==> config.mk <==
export PLATFORM = sky130hd
export DESIGN_NAME = nport_fifo_bridge
export DESIGN_NICKNAME = d
export VERILOG_FILES = /design/src/rtl/nport_pkg.sv /design/src/rtl/nport_fifo.sv /design/src/rtl/nport_unpack.sv /design/src/rtl/nport_pack.sv /design/src/rtl/nport_fifo_bridge.sv
export SDC_FILE = /design/constraint.sdc
export NUM_CORES = 1
export LEC_CHECK = 0
export BUFFER_PORTS_ARGS = -buffer_cell sky130_fd_sc_hd__buf_2
export CORE_UTILIZATION = 62
export CTS_BUF_LIST = sky130_fd_sc_hd__clkbuf_2 sky130_fd_sc_hd__clkbuf_4 sky130_fd_sc_hd__clkbuf_8
export DETAILED_ROUTE_END_ITERATION = 8
export GPL_TIMING_DRIVEN = 1
export PLACE_DENSITY = 0.82
export SYNTH_ARGS = -nofsm -noshare
export SYNTH_HDL_FRONTEND = slang
export SYNTH_SLANG_ARGS = --single-unit
==> constraint.sdc <==
create_clock -name clk -period 3.1 [get_ports clk]
set_input_delay 0 -clock clk [delete_from_list [all_inputs] [get_ports clk]]
set_output_delay 0 -clock clk [all_outputs]
set_load 0.05 [all_outputs]
==> src/rtl/nport_pkg.sv <==
package nport_pkg;

    localparam int WORD_W  = 32;
    localparam int PORT_W  = 16;
    localparam int BYTE_W  = 8;
    localparam int HALF_W  = 16;
    localparam int LANE_W  = $clog2(WORD_W / BYTE_W);

    typedef logic [WORD_W-1:0] word_t;
    typedef logic [PORT_W-1:0] port_t;
    typedef logic [LANE_W-1:0] lane_t;

    typedef enum logic {
        PW_HALF = 1'b0,
        PW_BYTE = 1'b1
    } port_width_e;

    // Highest sub-word position for the selected port width
    function automatic lane_t last_lane(port_width_e pw);
        return (pw == PW_BYTE) ? lane_t'(WORD_W / BYTE_W - 1)
                               : lane_t'(WORD_W / HALF_W - 1);
    endfunction

    // Access position to physical lane, honouring byte order
    function automatic lane_t map_lane(lane_t ptr, logic big, port_width_e pw);
        lane_t top;
        top = last_lane(pw);
        return big ? lane_t'(top - ptr) : ptr;
    endfunction

    function automatic port_t pick(word_t w, lane_t lane, port_width_e pw);
        port_t r;
        if (pw == PW_BYTE)
            r = port_t'(w[{lane, 3'b000} +: BYTE_W]);
        else
            r = w[{lane[0], 4'b0000} +: HALF_W];
        return r;
    endfunction

    function automatic word_t place(word_t w, lane_t lane, port_width_e pw, port_t d);
        word_t r;
        r = w;
        if (pw == PW_BYTE)
            r[{lane, 3'b000} +: BYTE_W] = d[BYTE_W-1:0];
        else
            r[{lane[0], 4'b0000} +: HALF_W] = d;
        return r;
    endfunction

endpackage

==> src/rtl/nport_fifo.sv <==
module nport_fifo #(
    parameter int W     = 32,
    parameter int DEPTH = 4
) (
    input  logic         clk,
    input  logic         rst,
    input  logic         push_i,
    input  logic [W-1:0] data_i,
    input  logic         pop_i,
    output logic [W-1:0] head_o,
    output logic         empty_o,
    output logic         full_o
);
    localparam int AW = (DEPTH > 1) ? $clog2(DEPTH) : 1;
    localparam int CW = $clog2(DEPTH + 1);

    logic [W-1:0]  mem [DEPTH];
    logic [AW-1:0] wp_q, rp_q;
    logic [CW-1:0] cnt_q;
    logic          push_ok, pop_ok;

    assign empty_o = (cnt_q == '0);
    assign full_o  = (cnt_q == CW'(DEPTH));
    assign push_ok = push_i && !full_o;
    assign pop_ok  = pop_i && !empty_o;
    assign head_o  = mem[rp_q];

    function automatic logic [AW-1:0] nxt(logic [AW-1:0] p);
        return (p == AW'(DEPTH - 1)) ? '0 : AW'(p + 1'b1);
    endfunction

    always_ff @(posedge clk) begin
        if (push_ok) mem[wp_q] <= data_i;
    end

    always_ff @(posedge clk) begin
        if (rst) begin
            wp_q  <= '0;
            rp_q  <= '0;
            cnt_q <= '0;
        end else begin
            if (push_ok) wp_q <= nxt(wp_q);
            if (pop_ok)  rp_q <= nxt(rp_q);
            case ({push_ok, pop_ok})
                2'b10:   cnt_q <= cnt_q + 1'b1;
                2'b01:   cnt_q <= cnt_q - 1'b1;
                default: cnt_q <= cnt_q;
            endcase
        end
    end
endmodule

==> src/rtl/nport_unpack.sv <==
module nport_unpack
    import nport_pkg::*;
(
    input  logic        clk,
    input  logic        rst,
    input  port_width_e pw_i,
    input  logic        big_i,
    input  logic        rd_i,
    input  logic        clr_i,
    input  word_t       head_i,
    input  logic        empty_i,
    output logic        pop_o,
    output port_t       rdata_o
);
    lane_t ptr_q;
    port_t rdata_q;
    logic  take;

    assign take    = rd_i && !empty_i && !clr_i;
    assign pop_o   = take && (ptr_q == last_lane(pw_i));
    assign rdata_o = rdata_q;

    always_ff @(posedge clk) begin
        if (rst) begin
            ptr_q   <= '0;
            rdata_q <= '0;
        end else if (clr_i) begin
            ptr_q <= '0;
        end else if (take) begin
            rdata_q <= pick(head_i, map_lane(ptr_q, big_i, pw_i), pw_i);
            ptr_q   <= pop_o ? '0 : lane_t'(ptr_q + 1'b1);
        end
    end
endmodule

==> src/rtl/nport_pack.sv <==
module nport_pack
    import nport_pkg::*;
(
    input  logic        clk,
    input  logic        rst,
    input  port_width_e pw_i,
    input  logic        big_i,
    input  logic        wr_i,
    input  logic        clr_i,
    input  port_t       wdata_i,
    input  logic        full_i,
    output logic        push_o,
    output word_t       word_o,
    output lane_t       ptr_o
);
    lane_t ptr_q;
    word_t asm_q;
    word_t merged;
    logic  accept;

    assign accept = wr_i && !full_i && !clr_i;
    assign merged = place(asm_q, map_lane(ptr_q, big_i, pw_i), pw_i, wdata_i);
    assign push_o = accept && (ptr_q == last_lane(pw_i));
    assign word_o = merged;
    assign ptr_o  = ptr_q;

    always_ff @(posedge clk) begin
        if (rst || clr_i) begin
            ptr_q <= '0;
            asm_q <= '0;
        end else if (accept) begin
            asm_q <= push_o ? '0 : merged;
            ptr_q <= push_o ? '0 : lane_t'(ptr_q + 1'b1);
        end
    end
endmodule

==> src/rtl/nport_fifo_bridge.sv <==
module nport_fifo_bridge
    import nport_pkg::*;
#(
    parameter int DEPTH = 4
) (
    input  logic        clk,
    input  logic        rst,
    input  logic        pw_sel_i,
    input  logic        big_end_i,
    input  logic        rd_clr_i,
    input  logic        wr_clr_i,
    input  logic        lrd_i,
    input  logic        lwr_i,
    input  logic [15:0] lwdata_i,
    output logic [15:0] lrdata_o,
    input  logic        in_push_i,
    input  logic [31:0] in_data_i,
    output logic        in_full_o,
    output logic        in_empty_o,
    input  logic        out_pop_i,
    output logic [31:0] out_data_o,
    output logic        out_empty_o,
    output logic        out_full_o,
    output logic        rd_dreq_n_o,
    output logic        wr_dreq_n_o
);
    port_width_e mode_q;
    word_t       in_head;
    logic        in_pop;
    logic        out_push;
    word_t       out_word;
    lane_t       wr_ptr;

    // Port width is only taken while reset is held
    always_ff @(posedge clk) begin
        if (rst) mode_q <= port_width_e'(pw_sel_i);
    end

    nport_fifo #(.W(WORD_W), .DEPTH(DEPTH)) u_in_fifo (
        .clk     (clk),
        .rst     (rst),
        .push_i  (in_push_i),
        .data_i  (in_data_i),
        .pop_i   (in_pop),
        .head_o  (in_head),
        .empty_o (in_empty_o),
        .full_o  (in_full_o)
    );

    nport_unpack u_unpack (
        .clk     (clk),
        .rst     (rst),
        .pw_i    (mode_q),
        .big_i   (big_end_i),
        .rd_i    (lrd_i),
        .clr_i   (rd_clr_i),
        .head_i  (in_head),
        .empty_i (in_empty_o),
        .pop_o   (in_pop),
        .rdata_o (lrdata_o)
    );

    nport_pack u_pack (
        .clk     (clk),
        .rst     (rst),
        .pw_i    (mode_q),
        .big_i   (big_end_i),
        .wr_i    (lwr_i),
        .clr_i   (wr_clr_i),
        .wdata_i (lwdata_i),
        .full_i  (out_full_o),
        .push_o  (out_push),
        .word_o  (out_word),
        .ptr_o   (wr_ptr)
    );

    nport_fifo #(.W(WORD_W), .DEPTH(DEPTH)) u_out_fifo (
        .clk     (clk),
        .rst     (rst),
        .push_i  (out_push),
        .data_i  (out_word),
        .pop_i   (out_pop_i),
        .head_o  (out_data_o),
        .empty_o (out_empty_o),
        .full_o  (out_full_o)
    );

    assign rd_dreq_n_o = in_empty_o;
    assign wr_dreq_n_o = out_full_o;
endmodule

==> Word-level counts from Yosys, hierarchy flattened <==
Memories as Yosys holds them, arrays and structs flattened. A register that Yosys moved wholly into a read port is not among the register bits.
Cells that the tools add are included.
Widths: inputs -> output; s select.
{ "word_totals": {"word_cells": 93, "ram_bits": 256, "in_bits": 58, "memories": 2, "mem_bits_ro": 0, "ff_bits": 67, "latchBits": 0} }
{ "classes": {"shift": 6, "n_eq_ne": 12, "n_reduce_logical": 23, "n_mux": 24, "multipliers": 0, "n_lt_le_gt_ge": 0, "bitwise": 1, "div_mod_pow": 0, "addsub": 14} }
{ "mem_list": {"columns": ["memory", "depth", "word_bits", "read_ports", "rd_clocked_by_memory_dff", "wr", "line_no", "source"], "rows": [
  ["u_in_fifo.mem", 4, 32, 1, 1, 1, "nport_fifo.sv:17", "logic [W-1:0] mem [DEPTH];"],
  ["u_out_fifo.mem", 4, 32, 1, 1, 1, "nport_fifo.sv:17", null]
]} }
{ "op_table": {"columns": ["op", "n"], "rows": [
  ["$bwmux 32", 2],
  ["$mux 32", 2],
  ["$shift 16x7->32 const A", 1],
  ["$shift 8x7->32 const A", 1],
  ["$shiftx 16x7->32", 1],
  ["$shiftx 32x6->16", 1],
  ["$shiftx 32x6->8", 1],
  ["$shiftx 8x7->32", 1],
  ["$mux 2", 13],
  ["$mux 16", 1],
  ["$neg 5->7", 2],
  ["$add 2x1->2 const B", 6],
  ["$eq 2x2->1 const B", 6],
  ["$pmux 3 s2", 2],
  ["$logic_and 1x1->1", 10],
  ["$add 3x1->3 const B", 2],
  ["$eq 3x3->1 const B", 2],
  ["$logic_not 1->1", 6],
  ["$logic_not 3->1", 2],
  ["$sub 3x1->3 const B", 2],
  ["$eq 2x1->1 const B", 2],
  ["$eq 2x2->1", 2],
  ["$mux 1", 4],
  ["$reduce_bool 2->1", 2],
  ["5 further kinds", 6]
]} }

==> Logic depth before layout (Yosys ltp) <==
Gate-level depths: netlist of the first run.
{ "logic_depth": {"ltp_word": 8, "depth_mapped": 13} }

==> Cells and area by module <==
Synthesis of the first run repeated with hierarchy kept, for this count alone.
{ "hier_totals": {"hier_cells": 779, "area_unflattened_um2": 13450.4} }
{ "modules_own_cells": {"columns": ["mod", "area_each_um2", "cells_per_inst", "n_inst"], "rows": [
  ["nport_fifo", 5102.4, 221, 2],
  ["nport_pack", 2068.2, 220, 1],
  ["nport_unpack", 1132.3, 114, 1],
  ["nport_fifo_bridge", 45.0, 3, 1]
]} }

==> Worst setup path after synthesis of the first run <==
OpenSTA, ideal clock, no wires.
{ "synth_path": {"path_type": "reg2reg", "start": "register u_in_fifo.cnt_q[0]", "end": "register u_in_fifo.cnt_q[2]", "path_slack_ns": 0.051, "n_path_buf": 0, "period_less_slack_ns": 3.049, "path_stages_with_launch": 11, "setup_ns": 0.071, "required_time_ns": 3.029, "arrival_time_ns": 2.978, "cell_sequence": "dfxtp_1 > nor3_1 > nor3b_2 > nand3_1 > inv_1 > ha_1 > inv_1 > fa_1 > xor2_1 > or3_1 > a21oi_1"} }
{ "synth_via": {"elab_chain_cells": 8, "word_cells_on_any_way": 15, "cone_classes": "add/sub (2); eq/ne (3); mux (1); reduce/logical (9)"} }
{ "synth_rtl": {"columns": ["item", "line_no", "source"], "rows": [
  ["start, declared", "nport_fifo.sv:19", "logic [CW-1:0] cnt_q;"],
  ["start signal, assigned", "nport_fifo.sv:45", "2'b10: cnt_q <= cnt_q + 1'b1;"],
  ["start signal, assigned", "nport_fifo.sv:46", "2'b01: cnt_q <= cnt_q - 1'b1;"],
  ["start signal, assigned", "nport_fifo.sv:47", "default: cnt_q <= cnt_q;"],
  ["$logic_not 3->1 *", "nport_fifo.sv:22", "assign empty_o = (cnt_q == '0);"],
  ["named net in_empty_o", "nport_fifo_bridge.sv:19", "output logic in_empty_o,"],
  ["$logic_not 1->1 *", "nport_fifo.sv:25, nport_unpack.sv:19", null],
  ["$logic_and 1x1->1 (2 in series)", "nport_unpack.sv:19", "assign take = rd_i && !empty_i && !clr_i;"],
  ["$logic_and 1x1->1", "nport_unpack.sv:20", "assign pop_o = take && (ptr_q == last_lane(pw_i));"],
  ["$logic_and 1x1->1 *", "nport_fifo.sv:25", "assign pop_ok = pop_i && !empty_o;"],
  ["named net u_in_fifo.pop_ok", "nport_fifo.sv:20", "logic push_ok, pop_ok;"],
  ["$eq 2x1->1 or $eq 2x2->1 (tied branches)", "nport_fifo.sv:44", "case ({push_ok, pop_ok})"],
  ["$pmux 3 s2 or $reduce_bool 2->1 (tied branches)", null, null]
]} }
The timed path passes the listed nets; every way through them passes the cells marked *.
A chain may end at the register's enable or synchronous reset.

==> Final worst setup path of the first run <==
{ "layout_path": {"start": "register u_pack.ptr_q[0], in the netlist u_pack.ptr_o[0]", "end": "register u_pack.asm_q[20]"} }
{ "layout_via": {"elab_chain_cells": 7, "word_cells_on_any_way": 14, "cone_classes": "add/sub (3); eq/ne (1); shift (4); mux (5); reduce/logical (1)"} }
{ "layout_rtl": {"columns": ["item", "line_no", "source"], "rows": [
  ["start, declared", "nport_pack.sv:16", "lane_t ptr_q;"],
  ["start signal, assigned", "nport_pack.sv:33", "ptr_q <= push_o ? '0 : lane_t'(ptr_q + 1'b1);"],
  ["$sub 2x2->2", "nport_pkg.sv:28", "return big ? lane_t'(top - ptr) : ptr;"],
  ["$mux 2 *", "nport_pkg.sv:28", null],
  ["$neg 5->7 (on tied branches)", "nport_pkg.sv:46, nport_pkg.sv:44", null],
  ["$shiftx 16x7->32, or another cell as far along", "nport_pkg.sv:46", "r[{lane[0], 4'b0000} +: HALF_W] = d;"],
  ["$bwmux 32 (on tied branches)", "nport_pkg.sv:46, nport_pkg.sv:44", null],
  ["$mux 32 *", "nport_pkg.sv:43", "if (pw == PW_BYTE)"],
  ["named net out_word[20]", "nport_fifo_bridge.sv:31", "word_t out_word;"],
  ["$mux 32 *", "nport_pack.sv:32", "asm_q <= push_o ? '0 : merged;"],
  ["end signal, assigned", "nport_pack.sv:32", null],
  ["end, declared", "nport_pack.sv:17", "word_t asm_q;"]
]} }
Marks and branches as above.

==> results of run 1 <==
[routing by layer]
| metal | vias to the layer above | GRT usage |
|---|---|---|
| li1 | 3871 | - |
| met1 | 4293 | 0.3186 |
| met2 | 413 | 0.4991 |
| met3 | 76 | 0.04488 |
| met4 | 0 | 0.1075 |
| met5 | - | 0 |
[Yosys cell counts, drive strengths merged, types with 2 or more instances]
master / count / area [um2]
nor2b: 19 / 118.9
or3b: 2 / 17.52
a21oi: 29 / 145.1
a22o: 37 / 324.1
a2bb2oi: 8 / 70.07
xor2: 6 / 52.55
and4b: 8 / 80.08
a211oi: 9 / 67.56
o32a: 8 / 80.08
nor3: 5 / 25.02
buf: 28 / 157.6
o31ai: 4 / 30.03
mux2: 36 / 405.4
mux4: 52 / 1171
nor2: 39 / 146.4
a22oi: 28 / 215.2
ha: 15 / 187.7
xnor2: 6 / 60.06
mux2i: 34 / 340.3
dfxtp: 70 / 1401
edfxtp: 257 / 7717
o21ai: 30 / 150.1
nand3b: 2 / 15.01
o22ai: 2 / 12.51
nand2b: 4 / 25.02
nor3b: 6 / 65.06
inv: 26 / 97.59
or3: 7 / 43.79
nand3: 3 / 15.01
clkbuf: 21 / 78.83
and4: 8 / 70.07
o221ai: 4 / 35.03
and2: 10 / 62.56
nand2: 52 / 195.2
fa: 2 / 40.04
[worst min-delay path, stage by stage]
cell                      delay [ns]
sky130_fd_sc_hd__buf_2          0.10
sky130_fd_sc_hd__inv_1          0.15
sky130_fd_sc_hd__nor3_1         0.11
sky130_fd_sc_hd__xnor2_1        0.15
sky130_fd_sc_hd__nor2_1         0.04
[power by group through the flow]
stage                     sequential, mW  clock (mW)  combinational [mW]
final                               4.89        3.77               0.734
after global placement              4.97           0               0.640
after detailed placement            4.98           0               0.663
after global routing                4.89        4.00               0.787
after CTS                           4.88        3.82               0.721
after floorplan                     4.99           0               0.418
[final timing paths]
check / slack [ns] / endpoint / startpoint
setup / recovery: 0.47 / u_pack.asm_q[20] / u_pack.ptr_o[0]
hold / removal: 0.03 / u_pack.ptr_o[0] / lwr_i
setup reg to reg: 0.47 / u_pack.asm_q[20] / u_pack.ptr_o[0]
hold reg to reg: 0.47 / u_unpack.rdata_o[3] / u_unpack.rdata_o[3]
[layout by cell type (no fill, tap or decap), types with 9 or more instances in the layout]
master,count
sky130_fd_sc_hd__nand2_1,52
sky130_fd_sc_hd__buf_2,111
sky130_fd_sc_hd__mux2_1,12
sky130_fd_sc_hd__a22oi_1,27
sky130_fd_sc_hd__a22o_1,37
sky130_fd_sc_hd__nor2b_1,19
sky130_fd_sc_hd__dfxtp_1,67
sky130_fd_sc_hd__nor2_1,39
sky130_fd_sc_hd__and2_1,10
sky130_fd_sc_hd__a211oi_1,9
sky130_fd_sc_hd__a21oi_1,29
sky130_fd_sc_hd__o21ai_0,20
sky130_fd_sc_hd__inv_1,25
sky130_fd_sc_hd__mux2_2,24
sky130_fd_sc_hd__mux4_2,52
sky130_fd_sc_hd__ha_1,15
sky130_fd_sc_hd__o21ai_1,10
sky130_fd_sc_hd__clkbuf_4,17
sky130_fd_sc_hd__buf_4,29
sky130_fd_sc_hd__mux2i_1,34
sky130_fd_sc_hd__edfxtp_1,257
sky130_fd_sc_hd__clkbuf_8,61
sky130_fd_sc_hd__dlygate4sd3_1,58
[what timing repair did]
item,4_1_cts,5_1_grt
setup buffers,0,0
hold buffers,58,0
endpoints found under the setup margin,0,0
hold endpoints to repair,241,0
[registers in the layout, indices dropped and copies added, names as in the netlist, named ones only]
signal and flops:
u_in_fifo.rp_q 2, u_unpack.rdata_o 16, u_out_fifo.rp_q 2, u_out_fifo.wp_q 2, u_pack.ptr_o 2, u_in_fifo.wp_q 2, mode_q 1, u_in_fifo.cnt_q 3
u_in_fifo.mem 128, u_pack.asm_q 32, u_out_fifo.cnt_q 3, u_unpack.ptr_q 2, u_out_fifo.mem 128
[layout make-up]
cell class	count	share of cell area
well taps	280	0.02141
flip-flops and latches	327	0.5574
inverters	27	0.006192
repair buffers	198	0.08272
clock buffers	78	0.05909
multi-input cells	482	0.2658
clock inverters	14	0.007415
[logic make-up after synthesis]
| family | after synthesis |
|---|---|
| AOI/OAI and AO/OA | 162 |
| and+or+nand+nor | 169 |
| DFF | 327 |
| xor gates and xnor gates | 12 |
| buffers and inverters | 76 |
| adders and majority gates | 17 |
| muxes | 122 |
[per-stage QoR]
stage               worst slack [ns]  total power, mW
floorplan                    0.05145            5.411
global placement              0.2230            5.611
detailed placement           0.06197            5.639
CTS                          0.03013            9.429
global route                  0.2596            9.676
finish                        0.4671            9.392
==> impl_metrics.prom, run 1 <==
# TYPE chip_impl_metric gauge
chip_impl_info{name="clockRootBuffer",value="sky130_fd_sc_hd__clkbuf_8"} 1
chip_impl_metric{name="cp_max_fo",unit=""} 16
chip_impl_metric{name="grtUsageTotal",unit=""} 0.2726
chip_impl_metric{name="detailroute.wirelength.met2",unit="mm"} 15.97
chip_impl_metric{name="p_switching",unit="mW"} 2.108
chip_impl_metric{name="comb_power_share",unit=""} 0.078
chip_impl_metric{name="post_synth_num_cell_types",unit=""} 52
chip_impl_metric{name="detailed_place.area",unit="um2"} 14690
chip_impl_metric{name="fill_cells",unit=""} 1298
chip_impl_metric{name="vias_per_cell",unit=""} 6.154
chip_impl_metric{name="worst-slew-pin-transition",unit="ns"} 1.243
chip_impl_info{name="cp_slowest_cell",value="sky130_fd_sc_hd__nor3b_2"} 1
chip_impl_metric{name="final_hold_viol_count",unit=""} 0
chip_impl_metric{name="grt_pass1_vias",unit=""} 8920
chip_impl_metric{name="avgSynthCellArea",unit="um2"} 15.59
chip_impl_info{name="cts_tree",value="built"} 1
chip_impl_metric{name="critical_path.n_buffers_inverters",unit=""} 0
chip_impl_metric{name="finClkSkew",unit="ns"} 0.02788
chip_impl_info{name="rsz0062_at_grt",value="no"} 1
chip_impl_metric{name="critical_path_depth",unit=""} 7
chip_impl_metric{name="power.internal",unit="mW"} 7.284
chip_impl_metric{name="drcViolationCount",unit=""} 0
chip_impl_metric{name="route.met3.wl",unit="mm"} 2.115
chip_impl_metric{name="multiInputGateArea",unit="um2"} 4350
chip_impl_metric{name="number_of_sinks_on_the_clock_net",unit=""} 327
chip_impl_metric{name="first_drt_iteration_drcs",unit=""} 593
chip_impl_metric{name="synthToLayoutAreaGrowth",unit="%"} 18.65
chip_impl_metric{name="dp.cells",unit=""} 1256
chip_impl_metric{name="synth.net_count",unit=""} 960
chip_impl_metric{name="cp_data_arrival_time",unit="ns"} 3.14
chip_impl_metric{name="power.leakage",unit="nW"} 5.784
chip_impl_info{name="critical_path_end_type",value="register"} 1
chip_impl_info{name="path_cells",value="xnor2_2 > ha_1 > nor3b_2 > and4_1 > o32a_1 > a22oi_1 > nor2_1"} 1
chip_impl_metric{name="grt_max_degree",unit=""} 48
chip_impl_metric{name="switching_part_of_the_total",unit=""} 0.2244
chip_impl_info{name="top_signal_layer_used",value="met4"} 1
chip_impl_metric{name="floorplan.initialDensity",unit=""} 0.6321
chip_impl_metric{name="numCtsBuffers",unit=""} 50
chip_impl_metric{name="count_of_flip_flops_with_a_built_in_enable_after_synthesis",unit=""} 257
chip_impl_metric{name="final-instance-count-excl-fill",unit=""} 1406
chip_impl_metric{name="postSynthCellCount",unit=""} 885
chip_impl_metric{name="timing.fmax",unit="MHz"} 379.8
chip_impl_metric{name="layout-drive-gt1-share",unit=""} 0.2806
chip_impl_metric{name="worst_hold_path.num_cells",unit=""} 5
chip_impl_metric{name="port_buffers",unit=""} 111
chip_impl_metric{name="dp.final_hpwl",unit="mm"} 18.30
chip_impl_metric{name="chipHeight",unit="um"} 151.2
chip_impl_metric{name="critical_path_required",unit="ns"} 3.61
chip_impl_metric{name="synth.yosys.seq_area_share",unit=""} 0.6610
chip_impl_metric{name="grt_pass1_wl",unit="mm"} 46.64
chip_impl_metric{name="final.period_utilization",unit=""} 0.8493
chip_impl_metric{name="cts.clk_slew.worst_paths",unit="ns"} 0.06
chip_impl_metric{name="synth_xor_xnor_area_share",unit=""} 0.008163
chip_impl_metric{name="maxCapViolations",unit=""} 0
chip_impl_info{name="critical_path.top_delay_family",value="simple AND/OR/NAND/NOR gates"} 1
chip_impl_metric{name="row_count",unit=""} 54
chip_impl_metric{name="detailedRoute.firstPassIterationCount",unit=""} 6
chip_impl_metric{name="maxSlewViolCount",unit=""} 0
chip_impl_metric{name="async_reset_ff_frac",unit=""} 0
chip_impl_metric{name="synth_area",unit="um2"} 13790
chip_impl_metric{name="ctsHtreeMaxLevel",unit=""} 2
chip_impl_metric{name="slew_headroom",unit=""} 0.1679
chip_impl_metric{name="power.share.sequential",unit=""} 0.520
chip_impl_info{name="dominant_combinational_cell_family_by_area_after_synthesis",value="multiplexers"} 1
chip_impl_metric{name="fin_util",unit=""} 0.7500
chip_impl_metric{name="routed_wl",unit="mm"} 30.21
chip_impl_metric{name="setup_viol",unit=""} 0
chip_impl_metric{name="dieWidth",unit="um"} 151.2
chip_impl_metric{name="cts_resized",unit=""} 0
chip_impl_metric{name="synth_seq_cells",unit=""} 327
chip_impl_metric{name="reg2reg_depth",unit=""} 7
chip_impl_metric{name="holdWs",unit="ns"} 0.02626
chip_impl_metric{name="finish.net_count",unit=""} 1161
chip_impl_info{name="cp-start-kind",value="register"} 1
chip_impl_metric{name="design.core.area",unit="um2"} 21820
chip_impl_metric{name="route.vias.total",unit=""} 8653
chip_impl_metric{name="detail-route-antenna-nets",unit=""} 0
chip_impl_metric{name="antenna_cells_inserted",unit=""} 0
chip_impl_metric{name="clock_period_minus_worst_slack",unit="ns"} 2.633
chip_impl_metric{name="final_design_area_no_fill",unit="um2"} 16370
chip_impl_metric{name="worst_path_largest_cell_delay",unit="ns"} 0.71
chip_impl_info{name="synth_flop_cell",value="sky130_fd_sc_hd__edfxtp_1"} 1
chip_impl_metric{name="clock_insertion_delay_worst_skew",unit="ns"} 0.57
chip_impl_metric{name="synth_mux_area_frac",unit=""} 0.1390
chip_impl_metric{name="sum_neg_setup_slack",unit="ns"} 0
chip_impl_metric{name="power_density",unit="nW/um2"} 573.8
chip_impl_metric{name="place.gp.congestion",unit=""} 0.8291
chip_impl_metric{name="antenna_found_initial",unit=""} 0
chip_impl_info{name="setup.worst_path.class",value="reg2reg"} 1
chip_impl_metric{name="power.share.clock",unit=""} 0.402
chip_impl_metric{name="die_area",unit="um2"} 22850
chip_impl_metric{name="yosys.area_share.adder",unit=""} 0.01651
chip_impl_metric{name="cts.path.max_buffers",unit=""} 3
chip_impl_metric{name="synth.yosys.warnings",unit=""} 0
chip_impl_metric{name="final-seq-area",unit="um2"} 9123
chip_impl_metric{name="grt_overflow_total",unit=""} 0
chip_impl_metric{name="met1Wirelength",unit="mm"} 11.25
chip_impl_metric{name="simple_gate_share_of_the_synthesized_area",unit=""} 0.06567
chip_impl_metric{name="synth_compound_area_frac",unit=""} 0.08517
chip_impl_info{name="run_status",value="complete, no violations"} 1
chip_impl_metric{name="post_drt_wl_per_cell",unit="um"} 21.49
chip_impl_metric{name="vdd_drop_max",unit="mV"} 0.5573
chip_impl_info{name="hold_class",value="in2reg"} 1
chip_impl_metric{name="boundaryPins",unit=""} 112
No activity file was read; power rests on OpenSTA's default activity.
==> inputs of run 2 (changes only) <==
--- a/config.mk
+++ b/config.mk
@@ -5,12 +5,13 @@
 export SDC_FILE = /design/constraint.sdc
 export NUM_CORES = 1
 export LEC_CHECK = 0
+export ABC_AREA = 1
 export BUFFER_PORTS_ARGS = -buffer_cell sky130_fd_sc_hd__buf_2
-export CORE_UTILIZATION = 62
+export CORE_UTILIZATION = 56
 export CTS_BUF_LIST = sky130_fd_sc_hd__clkbuf_2 sky130_fd_sc_hd__clkbuf_4 sky130_fd_sc_hd__clkbuf_8
 export DETAILED_ROUTE_END_ITERATION = 8
 export GPL_TIMING_DRIVEN = 1
-export PLACE_DENSITY = 0.82
+export PLACE_DENSITY = 0.78
 export SYNTH_ARGS = -nofsm -noshare
 export SYNTH_HDL_FRONTEND = slang
 export SYNTH_SLANG_ARGS = --single-unit
==> constraint.sdc (replaced) <==
create_clock -name clk -period 2.1 [get_ports clk]
set_input_delay 0 -clock clk [delete_from_list [all_inputs] [get_ports clk]]
set_output_delay 0 -clock clk [all_outputs]
set_load 0.05 [all_outputs]
==> run 2 against run 1 <==
  * The run now ends with negative setup slack left
  * Utilization decreased by 5.3 points
  * Register-to-register slack lost 0.50 ns
  * First-iteration DRC count up 89%
  * Via count rose by 32%
  * Worst setup slack got worse by 0.50 ns
  * Hold slack got worse by 0.0015 ns
  * Critical path type unchanged
  * Largest power group unchanged
  * Highest routed layer unchanged
==> impl_metrics.prom, run 2 <==
# TYPE chip_impl_metric gauge
chip_impl_metric{name="sum_neg_setup_slack",unit="ns"} -0.03352
chip_impl_info{name="clockRootBuffer",value="sky130_fd_sc_hd__clkbuf_8"} 1
chip_impl_metric{name="postSynthCellCount",unit=""} 1428
chip_impl_metric{name="slew_headroom",unit=""} 0.5434
chip_impl_info{name="regToRegEndpoint",value="u_in_fifo.cnt_q[2]"} 1
chip_impl_metric{name="ctsHtreeMaxLevel",unit=""} 2
chip_impl_metric{name="detail-route-antenna-nets",unit=""} 0
chip_impl_metric{name="grt_max_degree",unit=""} 65
chip_impl_metric{name="routed_wl",unit="mm"} 35.95
chip_impl_metric{name="power.leakage",unit="nW"} 6.731
chip_impl_metric{name="first_drt_iteration_drcs",unit=""} 1121
chip_impl_metric{name="numCtsBuffers",unit=""} 50
chip_impl_metric{name="avgSynthCellArea",unit="um2"} 10.08
chip_impl_metric{name="row_count",unit=""} 58
chip_impl_metric{name="detailedRoute.firstPassIterationCount",unit=""} 5
chip_impl_metric{name="antenna_found_initial",unit=""} 2
chip_impl_metric{name="cp_data_arrival_time",unit="ns"} 2.59
chip_impl_metric{name="die_area",unit="um2"} 26340
chip_impl_info{name="rsz0062_at_grt",value="yes"} 1
chip_impl_metric{name="grtUsageTotal",unit=""} 0.2711
chip_impl_metric{name="final-seq-area",unit="um2"} 9125
chip_impl_info{name="cts_tree",value="built"} 1
chip_impl_metric{name="power_density",unit="nW/um2"} 895.2
chip_impl_metric{name="reg2reg_depth",unit=""} 12
chip_impl_metric{name="worst-slew-pin-transition",unit="ns"} 0.6841
chip_impl_info{name="cp_slowest_cell",value="sky130_fd_sc_hd__edfxtp_1"} 1
chip_impl_metric{name="post_drt_wl_per_cell",unit="um"} 17.96
chip_impl_metric{name="multiInputGateArea",unit="um2"} 4765
chip_impl_metric{name="final.period_utilization",unit=""} 1.016
chip_impl_metric{name="cp_max_fo",unit=""} 4
chip_impl_metric{name="final_hold_viol_count",unit=""} 0
chip_impl_info{name="most-common-layout-cells",value="sky130_fd_sc_hd__nand2_1 (299), sky130_fd_sc_hd__edfxtp_1 (257), sky130_fd_sc_hd__nor2_1 (141), sky130_fd_sc_hd__o21ai_0 (120), sky130_fd_sc_hd__buf_2 (110)"} 1
chip_impl_metric{name="async_reset_ff_frac",unit=""} 0
chip_impl_metric{name="synth.net_count",unit=""} 1503
chip_impl_info{name="hold_path.startpoint",value="lwdata_i[8]"} 1
chip_impl_metric{name="vdd_drop_max",unit="mV"} 0.6685
chip_impl_metric{name="pre_cts_slack",unit="ns"} -0.04763
chip_impl_info{name="violations",value="negative setup slack"} 1
chip_impl_metric{name="layout-drive-gt1-share",unit=""} 0.2246
chip_impl_metric{name="clock_insertion_delay_worst_skew",unit="ns"} 0.57
chip_impl_metric{name="simple_gate_share_of_the_synthesized_area",unit=""} 0.1740
chip_impl_metric{name="timing.fmax",unit="MHz"} 468.7
chip_impl_metric{name="drcViolationCount",unit=""} 0
chip_impl_metric{name="maxSlewViolCount",unit=""} 0
chip_impl_metric{name="synth_seq_cells",unit=""} 327
chip_impl_metric{name="setup_viol",unit=""} 1
chip_impl_metric{name="cts.clk_slew.worst_paths",unit="ns"} 0.06
chip_impl_metric{name="synth_mux_area_frac",unit=""} 0
chip_impl_metric{name="place.gp.congestion",unit=""} 0.9309
chip_impl_info{name="most_frequent_standard_cell_in_the_layout_excluding_fill_and_tap_cells",value="sky130_fd_sc_hd__nand2_1"} 1
chip_impl_metric{name="count_of_flip_flops_with_a_built_in_enable_after_synthesis",unit=""} 257
chip_impl_info{name="hold_path_end",value="u_out_fifo.mem[1][8]"} 1
chip_impl_metric{name="post_synth_num_cell_types",unit=""} 38
chip_impl_info{name="run_status",value="finished, violations left"} 1
chip_impl_metric{name="post-synth-top-area-fraction",unit=""} 0.5364
chip_impl_metric{name="synth.yosys.seq_area_share",unit=""} 0.6338
chip_impl_metric{name="synth.yosys.warnings",unit=""} 0
chip_impl_metric{name="ff2ff_setup_slack",unit="ns"} -0.03
chip_impl_metric{name="route.vias.total",unit=""} 11420
chip_impl_metric{name="synth_compound_area_frac",unit=""} 0.1201
chip_impl_metric{name="dp.final_hpwl",unit="mm"} 21.08
chip_impl_metric{name="number_of_sinks_on_the_clock_net",unit=""} 327
chip_impl_info{name="synth_most_common_cell",value="sky130_fd_sc_hd__nand2_1"} 1
chip_impl_metric{name="cts.path.max_buffers",unit=""} 3
chip_impl_metric{name="finClkSkew",unit="ns"} 0.01735
chip_impl_info{name="critical_path_end_type",value="register"} 1
chip_impl_metric{name="synth_area",unit="um2"} 14390
chip_impl_info{name="dominant_combinational_cell_family_by_area_after_synthesis",value="simple AND/OR/NAND/NOR gates"} 1
chip_impl_metric{name="clock_period_minus_worst_slack",unit="ns"} 2.134
chip_impl_info{name="leading_area_contributor_after_synthesis",value="sky130_fd_sc_hd__edfxtp_1"} 1
chip_impl_info{name="biggestRegsByFlops",value="u_in_fifo.mem: 128 flops, u_out_fifo.mem: 128 flops, u_pack.asm_q: 32 flops"} 1
chip_impl_metric{name="design.core.area",unit="um2"} 25180
chip_impl_metric{name="grt_overflow_total",unit=""} 0
chip_impl_metric{name="vias_per_cell",unit=""} 5.702
chip_impl_info{name="synth_flop_cell",value="sky130_fd_sc_hd__edfxtp_1"} 1
chip_impl_metric{name="floorplan.initialDensity",unit=""} 0.5714
chip_impl_metric{name="maxCapViolations",unit=""} 0
chip_impl_metric{name="worst_hold_path.num_cells",unit=""} 5
chip_impl_metric{name="worst_slack",unit="ns"} -0.03352
chip_impl_metric{name="yosys.area_share.adder",unit=""} 0.01583
chip_impl_info{name="hold_class",value="in2reg"} 1
chip_impl_metric{name="finish.net_count",unit=""} 1707
chip_impl_metric{name="chipHeight",unit="um"} 162.3
chip_impl_info{name="cp-start-kind",value="register"} 1
chip_impl_metric{name="grt_pass1_wl",unit="mm"} 55.23
chip_impl_metric{name="synth_xor_xnor_area_share",unit=""} 0.001739
chip_impl_metric{name="grt_pass1_vias",unit=""} 10740
chip_impl_metric{name="fill_cells",unit=""} 1734
chip_impl_info{name="synthTopCellsByCount",value="sky130_fd_sc_hd__nand2_1 (308), sky130_fd_sc_hd__edfxtp_1 (257), sky130_fd_sc_hd__nor2_1 (152), sky130_fd_sc_hd__o21ai_0 (124), sky130_fd_sc_hd__a21oi_1 (90)"} 1
chip_impl_info{name="path_cells",value="buf_6 > xor2_2 > nor2_1 > nand2_1 > inv_2 > ha_4 > inv_4 > fa_2 > a21oi_2 > o21ai_2 > o21ai_1 > a21oi_1"} 1
chip_impl_info{name="setup.worst_path.class",value="reg2reg"} 1
chip_impl_metric{name="boundaryPins",unit=""} 112
chip_impl_info{name="synthTopCellsByArea",value="sky130_fd_sc_hd__edfxtp_1 (54%), sky130_fd_sc_hd__dfxtp_1 (9.7%), sky130_fd_sc_hd__nand2_1 (8.0%)"} 1
chip_impl_metric{name="dieWidth",unit="um"} 162.3
chip_impl_metric{name="critical_path_required",unit="ns"} 2.56
chip_impl_metric{name="worst_path_largest_cell_delay",unit="ns"} 0.46
chip_impl_metric{name="holdWs",unit="ns"} 0.02474
chip_impl_metric{name="synthToLayoutAreaGrowth",unit="%"} 22.06
chip_impl_info{name="crit-reg2reg-launch",value="mode_q"} 1
chip_impl_metric{name="port_buffers",unit=""} 111
## run 2: changes by cell type after synthesis, moves of 61 or more
cell,change
sky130_fd_sc_hd__a21oi_1,+61
sky130_fd_sc_hd__nor2_1,+113
sky130_fd_sc_hd__nand2_1,+256
sky130_fd_sc_hd__inv_1,+63
sky130_fd_sc_hd__nand3_1,+85
sky130_fd_sc_hd__o21ai_0,+104
## run 2: worst max path at each step
stage / from / end / slack, ns / cells past startpoint
2_1_floorplan: mode_q / u_out_fifo.mem[0][0] / -0.09 / 5
3_3_place_gp: mode_q / u_pack.asm_q[20] / 0.08 / 14
3_5_place_dp: mode_q / u_pack.asm_q[19] / -0.05 / 14
4_1_cts: mode_q / u_pack.asm_q[19] / 0.001 / 13
5_1_grt: mode_q / u_in_fifo.cnt_q[2] / -0.17 / 12
6_report: mode_q / u_in_fifo.cnt_q[2] / -0.03 / 12
## run 2: logic make-up after synthesis
| family | Yosys count |
|---|---|
| AOI/OAI and AO/OA | 305 |
| xor gates and xnor gates | 2 |
| adders and majority gates | 17 |
| buffers and inverters | 183 |
| DFF | 327 |
| and+or+nand+nor | 594 |
## run 2: report_power, final
part | total [mW] | switching, mW | internal (mW) | leakage (nW)
Clock | 5.40 | 2.40 | 2.99 | 0.561
Combinational | 3.02 | 2.14 | 0.874 | 3.25
Sequential | 7.31 | 0.0949 | 7.21 | 2.92
Total | 15.7 | 4.64 | 11.1 | 6.73
## run 2: area by class of cell
class                   instances  area share
well taps                     330     0.02351
clock inverters                13    0.005771
multi-input cells             918      0.2713
diodes                          2   0.0002850
inverters                     105     0.02308
flip-flops and latches        327      0.5196
repair buffers                230      0.1029
clock buffers                  77     0.05358
## run 2: worst max-delay path, delay by kind of cell, from the launching register on
family	cells	cell delay, ns
buffers and inverters	3	0.28
adders and majority gates	2	0.50
xor gates and xnor gates	1	0.15
DFF	1	0.46
and+or+nand+nor	2	0.19
AOI/OAI and AO/OA	4	0.42
## run 2: timing repair
item,CTS,global route
endpoints found under the hold margin,184,1
gates resized for setup,2,55
setup buffers,2,4
gates cloned,0,1
endpoints found under the setup margin,22,131
pin swaps,0,18
hold buffers,53,1
## run 2: through the flow
| step | instance area [um2] | utilization | power, mW | std cells |
|---|---|---|---|---|
| after CTS | 17300 | 0.6869 | 15.66 | 1994 |
| final | 17560 | 0.6974 | 15.72 | 2002 |
| after global routing | 17560 | 0.6973 | 16.25 | 2001 |
| after global placement | 15710 | 0.6237 | 10.18 | 1849 |
| after floorplan | 14520 | - | 9.433 | 1428 |
| after detailed placement | 15710 | 0.6237 | 10.25 | 1849 |
## run 2: layer usage
metal / share of wire / GRT usage / routed length [um]
met3: 0.068 / 0.04673 / 2428
met4: 0.034 / 0.1102 / 1222
met1: 0.38 / 0.3342 / 13810
met5: 0 / 0 / 0
met2: 0.51 / 0.4718 / 18490
